## config.mk

```make
export PLATFORM = sky130hd
export DESIGN_NAME = lvt_top
export DESIGN_NICKNAME = d
export VERILOG_FILES = /design/src/rtl/lvt_pkg.sv /design/src/rtl/lvt_regs.sv /design/src/rtl/lvt_axis.sv /design/src/rtl/lvt_top.sv
export SDC_FILE = /design/constraint.sdc
export NUM_CORES = 1
export LEC_CHECK = 0
export BUFFER_PORTS_ARGS = -buffer_cell sky130_fd_sc_hd__buf_4
export CAP_MARGIN = 20
export CORE_UTILIZATION = 39
export DETAILED_ROUTE_END_ITERATION = 7
export PLACE_DENSITY = 0.55
export SETUP_SLACK_MARGIN = 0.02
export SLEW_MARGIN = 25
export SYNTH_ARGS = -nofsm -noshare
export SYNTH_HDL_FRONTEND = slang
export SYNTH_HIERARCHICAL = 1
export SYNTH_SLANG_ARGS = --single-unit
```

## constraint.sdc

```tcl
create_clock -name clk -period 3.72 [get_ports clk]
set_input_delay 0 -clock clk [delete_from_list [all_inputs] [get_ports clk]]
set_output_delay 0 -clock clk [all_outputs]
set_load 0.005 [all_outputs]
```

## src/rtl/lvt_pkg.sv

```systemverilog
package lvt_pkg;
    localparam int CW    = 16;
    localparam int AW    = 8;
    localparam int DW    = 8;
    localparam int NCMP  = 10;
    localparam int NWIN  = 2;

    localparam logic [CW-1:0] SEED = '1;

    // compare slot indices
    localparam int C_XDS  = 0;
    localparam int C_XDE  = 1;
    localparam int C_YDS  = 2;
    localparam int C_YDE  = 3;
    localparam int C_XEND = 4;
    localparam int C_HSS  = 5;
    localparam int C_HSE  = 6;
    localparam int C_YEND = 7;
    localparam int C_VSS  = 8;
    localparam int C_VSE  = 9;

    // window indices inside an axis
    localparam int W_DISP = 0;
    localparam int W_SYNC = 1;

    localparam logic [AW-1:0] MODE_ADDR = 8'h1F;

    typedef enum logic [DW-1:0] {
        MODE_RUN   = 8'h00,
        MODE_BLANK = 8'h01,
        MODE_STBY  = 8'h05,
        MODE_OFF   = 8'h07
    } mode_e;

    // High-byte address of compare slot idx; slots 0..6 are packed from 0x01,
    // slots 7..9 from 0x11 (0x0F/0x10 are left to other data).
    function automatic logic [AW-1:0] cmp_addr(input int idx);
        if (idx < 7) return AW'(1 + 2 * idx);
        else         return AW'(17 + 2 * (idx - 7));
    endfunction

    function automatic logic [CW-1:0] lfsr_next(input logic [CW-1:0] s);
        return {s[CW-2:0], s[15] ^ s[4] ^ s[2] ^ s[1]};
    endfunction
endpackage

```

## src/rtl/lvt_regs.sv

```systemverilog
module lvt_regs
    import lvt_pkg::*;
(
    input  logic                     clk,
    input  logic                     rst_n,
    input  logic                     wr_en_i,
    input  logic [AW-1:0]            wr_addr_i,
    input  logic [DW-1:0]            wr_data_i,
    output logic [NCMP-1:0][CW-1:0]  cmp_o,
    output logic [DW-1:0]            mode_o,
    output logic                     pd_o,
    output logic                     restart_o
);
    typedef struct packed {
        logic [NCMP-1:0][CW-1:0] cmp;
        logic [DW-1:0]           mode;
        logic                    pd;
        logic                    armed;
    } regs_t;

    regs_t q, d;
    logic [NCMP-1:0] hit_hi, hit_lo;
    logic            mode_wr;

    for (genvar g = 0; g < NCMP; g++) begin : g_dec
        assign hit_hi[g] = wr_en_i && (wr_addr_i == cmp_addr(g));
        assign hit_lo[g] = wr_en_i && (wr_addr_i == cmp_addr(g) + 8'd1);
    end

    assign mode_wr   = wr_en_i && (wr_addr_i == MODE_ADDR);
    assign restart_o = |{hit_hi, hit_lo};

    always_comb begin
        d = q;
        for (int i = 0; i < NCMP; i++) begin
            if (hit_hi[i]) d.cmp[i][CW-1:DW] = wr_data_i;
            if (hit_lo[i]) d.cmp[i][DW-1:0]  = wr_data_i;
        end
        if (restart_o && q.pd) d.armed = 1'b1;
        if (mode_wr) begin
            d.mode = wr_data_i;
            if (wr_data_i == MODE_OFF) begin
                d.pd    = 1'b1;
                d.armed = 1'b0;
            end else if (wr_data_i == MODE_RUN && q.armed) begin
                d.pd    = 1'b0;
                d.armed = 1'b0;
            end
        end
    end

    always_ff @(posedge clk or negedge rst_n) begin
        if (!rst_n) q <= '0;
        else        q <= d;
    end

    assign cmp_o  = q.cmp;
    assign mode_o = q.mode;
    assign pd_o   = q.pd;

    p_pd_entry_r9: assert property (@(posedge clk) disable iff (!rst_n)
        (mode_wr && wr_data_i == MODE_OFF) |=> pd_o);

    p_pd_hold_r9: assert property (@(posedge clk) disable iff (!rst_n)
        (pd_o && !q.armed && !restart_o) |=> pd_o);
endmodule

```

## src/rtl/lvt_axis.sv

```systemverilog
module lvt_axis
    import lvt_pkg::*;
(
    input  logic                     clk,
    input  logic                     rst_n,
    input  logic                     step_i,
    input  logic                     restart_i,
    input  logic [CW-1:0]            end_i,
    input  logic [NWIN-1:0][CW-1:0]  win_open_i,
    input  logic [NWIN-1:0][CW-1:0]  win_close_i,
    output logic [CW-1:0]            cnt_o,
    output logic                     wrap_o,
    output logic [NWIN-1:0]          win_o
);
    typedef struct packed {
        logic [CW-1:0]   cnt;
        logic [NWIN-1:0] win;
    } axis_t;

    axis_t q, d;
    logic [CW-1:0] nxt;

    always_comb begin
        wrap_o = step_i && (q.cnt == end_i);
        if (restart_i || wrap_o) nxt = SEED;
        else if (step_i)         nxt = lfsr_next(q.cnt);
        else                     nxt = q.cnt;
        d.cnt = nxt;
        for (int w = 0; w < NWIN; w++) begin
            if (nxt == win_open_i[w])       d.win[w] = 1'b1;
            else if (nxt == win_close_i[w]) d.win[w] = 1'b0;
            else if (restart_i)             d.win[w] = 1'b0;
            else                            d.win[w] = q.win[w];
        end
    end

    always_ff @(posedge clk or negedge rst_n) begin
        if (!rst_n) q <= '{cnt: SEED, win: '0};
        else        q <= d;
    end

    assign cnt_o = q.cnt;
    assign win_o = q.win;

    p_restart_r2: assert property (@(posedge clk) disable iff (!rst_n)
        restart_i |=> (cnt_o == SEED));

    p_wrap_r3: assert property (@(posedge clk) disable iff (!rst_n)
        (step_i && !restart_i && cnt_o == end_i) |=> (cnt_o == SEED));

    p_shift_r1: assert property (@(posedge clk) disable iff (!rst_n)
        (step_i && !restart_i && cnt_o != end_i) |=> (cnt_o[CW-1:1] == $past(cnt_o[CW-2:0])));

    p_freeze_r9: assert property (@(posedge clk) disable iff (!rst_n)
        (!step_i && !restart_i) |=> $stable(cnt_o));
endmodule

```

## src/rtl/lvt_top.sv

```systemverilog
module lvt_top
    import lvt_pkg::*;
(
    input  logic          clk,
    input  logic          rst_n,
    input  logic          wr_en_i,
    input  logic [7:0]    wr_addr_i,
    input  logic [7:0]    wr_data_i,
    output logic          hsync_o,
    output logic          vsync_o,
    output logic          de_o,
    output logic          blank_o
);
    logic [NCMP-1:0][CW-1:0] cmp;
    logic [DW-1:0]           mode;
    logic                    pd, restart;
    logic [CW-1:0]           h_cnt, v_cnt;
    logic                    h_wrap, v_wrap;
    logic [NWIN-1:0]         h_win, v_win;

    lvt_regs u_regs (
        .clk       (clk),
        .rst_n     (rst_n),
        .wr_en_i   (wr_en_i),
        .wr_addr_i (wr_addr_i),
        .wr_data_i (wr_data_i),
        .cmp_o     (cmp),
        .mode_o    (mode),
        .pd_o      (pd),
        .restart_o (restart)
    );

    lvt_axis u_h (
        .clk         (clk),
        .rst_n       (rst_n),
        .step_i      (!pd),
        .restart_i   (restart),
        .end_i       (cmp[C_XEND]),
        .win_open_i  ({cmp[C_HSS], cmp[C_XDS]}),
        .win_close_i ({cmp[C_HSE], cmp[C_XDE]}),
        .cnt_o       (h_cnt),
        .wrap_o      (h_wrap),
        .win_o       (h_win)
    );

    lvt_axis u_v (
        .clk         (clk),
        .rst_n       (rst_n),
        .step_i      (h_wrap),
        .restart_i   (restart),
        .end_i       (cmp[C_YEND]),
        .win_open_i  ({cmp[C_VSS], cmp[C_YDS]}),
        .win_close_i ({cmp[C_VSE], cmp[C_YDE]}),
        .cnt_o       (v_cnt),
        .wrap_o      (v_wrap),
        .win_o       (v_win)
    );

    always_comb begin
        hsync_o = 1'b0;
        vsync_o = 1'b0;
        de_o    = 1'b0;
        blank_o = 1'b1;
        if (pd) begin
            blank_o = 1'b0;
        end else begin
            case (mode)
                MODE_RUN: begin
                    hsync_o = h_win[W_SYNC];
                    vsync_o = v_win[W_SYNC];
                    de_o    = h_win[W_DISP] & v_win[W_DISP];
                    blank_o = ~(h_win[W_DISP] & v_win[W_DISP]);
                end
                MODE_STBY: vsync_o = v_win[W_SYNC];
                default: ;
            endcase
        end
    end

    p_vstep_r4: assert property (@(posedge clk) disable iff (!rst_n)
        (!h_wrap && !restart) |=> $stable(v_cnt));

    p_pd_quiet_r9: assert property (@(posedge clk) disable iff (!rst_n)
        pd |-> !(hsync_o || vsync_o || de_o || blank_o));

    p_blank_r6: assert property (@(posedge clk) disable iff (!rst_n)
        (!pd && mode == MODE_RUN) |-> (blank_o != de_o));

    p_frame_r4: assert property (@(posedge clk) disable iff (!rst_n)
        (v_wrap && !restart) |=> (v_cnt == SEED && h_cnt == SEED));
endmodule

```

==> impl_results.md <==
* Max Root-Sink Buffers at 3
* Final min period at 3.44 ns
* PortBufs at 22
* DR iter-0 viols at 584
* Largest net degree at the start of global routing at 80
* Worst Clk Skew at 0.0206 ns
* Fin. Hold Viols at 0
* Vias in the first global route at 8361
* Initial antenna violation count at 0
* Drt total wl at 32300 um
* Status: finished clean
* Routed length per instance at 21.1 um
* Die area at 0.0339 mm^2
* CTS Sinks at 206
* Chip height at 184 um
* Design Power at 6.01 mW
* P_sw at 1.78 mW
* Drt pass-1 iters at 6
* Starting Density at 39.7%
* Worst slew pin tran at 0.775 ns
* # DRC at 0
* Critical path, cell by cell: xor2_1, nor4_1, nand2_1, nor4_2, buf_4, buf_12, mux2i_4, buf_4, nand2_1, nor3b_1, o21ai_0, a2111oi_2, a41oi_1, a41o_1
* Slew margin rel. at 47.3%
* CP required at 4.15 ns
* DIE WIDTH at 184 um
* Core area at 0.0325 mm^2
* Detailed placement HPWL at 22200 um
* Internal power at 4.24 mW
* Max-slew violation count at 0
* H-tree depth at 1
* Switch share at 29.5%
* Maxcap violations at 0
* Startpoint Class: register
* Delay-heaviest family, CP: compound AO/OA/AOI/OAI gates
* Rows at 66
* CP max stage delay at 0.57 ns
* Post-CTS Setup Bufs at 0
* TritonCTS clock tree: done
* Peak VDD IR at 0.306 mV
* Slowest cell on the critical path: dfstp_2
* Crit end category: register
* Detail-routed via count per cell at 5.59
* Maximum clock frequency at 0.291 GHz
* Area delta synth->final at 3.29%
* Synth Instances at 1192
* Worst flop-to-flop path startpoint: u_h/cnt_o[3]
* Clk pwr share at 39.0%
* CTS Buf Count at 25
* Final worst-path cycle share at 92.5%
* PD cells at 450 mW/mm^2
* DR vias at 8553
* Critical path origin: u_h/cnt_o[3]
* # nets final at 1089
* Combinational share of power at 17.6%
* Mapped Nets at 1211
* Setup TNS at 0 ns
* Final instance area at 0.0133 mm^2
* GRT Total Usage at 19.9%
* Reg clk slew, reported paths at 0.06 ns
* Synthesized area at 0.0129 mm^2
* Total global routing overflow at 0
* WS Path Type: reg -> reg
* GPL Wtd Cong at 0.892
* Clock latency on the worst-skew pair at 0.54 ns
* Layout cell share with drive strength beyond 1 at 33.6%
* Post-route ant nets at 0
* Sequential group share of total power at 43.4%
* IO Count at 23
* Root buf cell: clkbuf_16
* First-pass GRT wire length at 51100 um
* Min-delay src: wr_addr_i[1]
* ANT cells at 0
* Min Hold Slack at 0.0345 ns
* RSZ-0062 raised after global routing: no
* Yosys Warn Count at 6
* Setup-failing EPs final at 0
* Worst EP arrival at 3.87 ns
* Leak Pwr at 5.31 nW
* Worst Path Buf+Inv at 3
* Hold crit path type: in -> reg
* Post-synthesis area per instance at 10.8 um^2
* Placed cell area at 0.0125 mm^2
* Critical path peak fanout at 26
==> worst min-delay path, delay by kind of cell <==
kind	cells	cell delay (ns)
muxes	1	0.23
buffers and inverters	1	0.19
and+or+nand+nor	1	0.11
==> per-stage QoR <==
step	std cells	worst slack, ns	util [%]
final	1530	0.280	41.0
after CTS	1530	0.182	41.0
after floorplan	1192	0.587	-
after global routing	1530	0.0513	41.0
after global placement	1479	0.182	38.3
after detailed placement	1479	0.196	38.3
==> cell usage in the layout, fill, tap and decap left out, drive strengths merged, types with 8 or more instances in the layout <==
cell type  count
o21ai         40
o211ai        15
buf           60
nand4b        15
mux2         188
xor2          20
o32ai         12
dfrtp        174
nor4           8
nand2         73
nor3b         17
o31ai         14
o22ai         12
nand2b        24
nor3          31
xnor2         83
dfstp         32
nor2          51
a32oi         26
mux2i         28
a21oi         28
a2111oi        8
clkbuf        38
==> worst paths after layout <==
check | to | slack [ns] | cells after the start
worst max-delay path | u_v/win_o[0] | 0.28 | 14
worst min-delay path | u_regs/cmp_o[50] | 0.03 | 3
worst max register to register | u_v/win_o[0] | 0.28 | 14
worst min register to register | u_regs/mode_o[3] | 0.51 | 1
max in group asynchronous | u_regs/cmp_o[108] | 2.64 | 3
min in group asynchronous | u_regs/cmp_o[7] | 0.05 | 2
==> layer usage <==
layer | wire length (um) | global-route usage (%) | part of all wire (%)
met1 | 15800 | 29.8 | 49
met2 | 14400 | 30.1 | 44
met3 | 1650 | 2.61 | 5.1
met4 | 553 | 4.57 | 1.7
met5 | 0 | 0 | 0
==> cell type report <==
| type | count | area (um^2) |
|---|---|---|
| Clock inverter | 8 | 52.6 |
| Tap cell | 442 | 553 |
| Sequential cell | 206 | 5190 |
| Multi-Input combinational cell | 765 | 6240 |
| Inverter | 5 | 18.8 |
| Timing Repair Buffer | 67 | 549 |
| Clock buffer | 37 | 741 |
| Fill cell | 3150 | 19200 |
==> power by group through the flow <==
| stage | clock network (mW) | registers [mW] | logic, mW |
|---|---|---|---|
| floorplan | 0 | 2.55 | 0.851 |
| global placement | 0 | 2.64 | 1.03 |
| detailed placement | 0 | 2.64 | 1.04 |
| CTS | 2.40 | 2.61 | 1.05 |
| global route | 2.50 | 2.63 | 1.15 |
| finish | 2.35 | 2.61 | 1.06 |
==> sequential cells by signal, summed over array words and instances (netlist names) <==
| register | count |
|---|---|
| u_regs/q | 1 |
| u_v/cnt_o | 16 |
| u_regs/cmp_o | 160 |
| u_v/win_o | 2 |
| u_regs/mode_o | 8 |
| u_regs/pd_o | 1 |
| u_h/win_o | 2 |
| u_h/cnt_o | 16 |
==> repair_timing <==
item	4_1_cts	5_1_grt
hold buffers	6	0
resized for setup	0	3
hold endpoints to repair	96	0
endpoints found under the setup margin	0	2
Note: power is estimated with default switching activity, not from simulation.
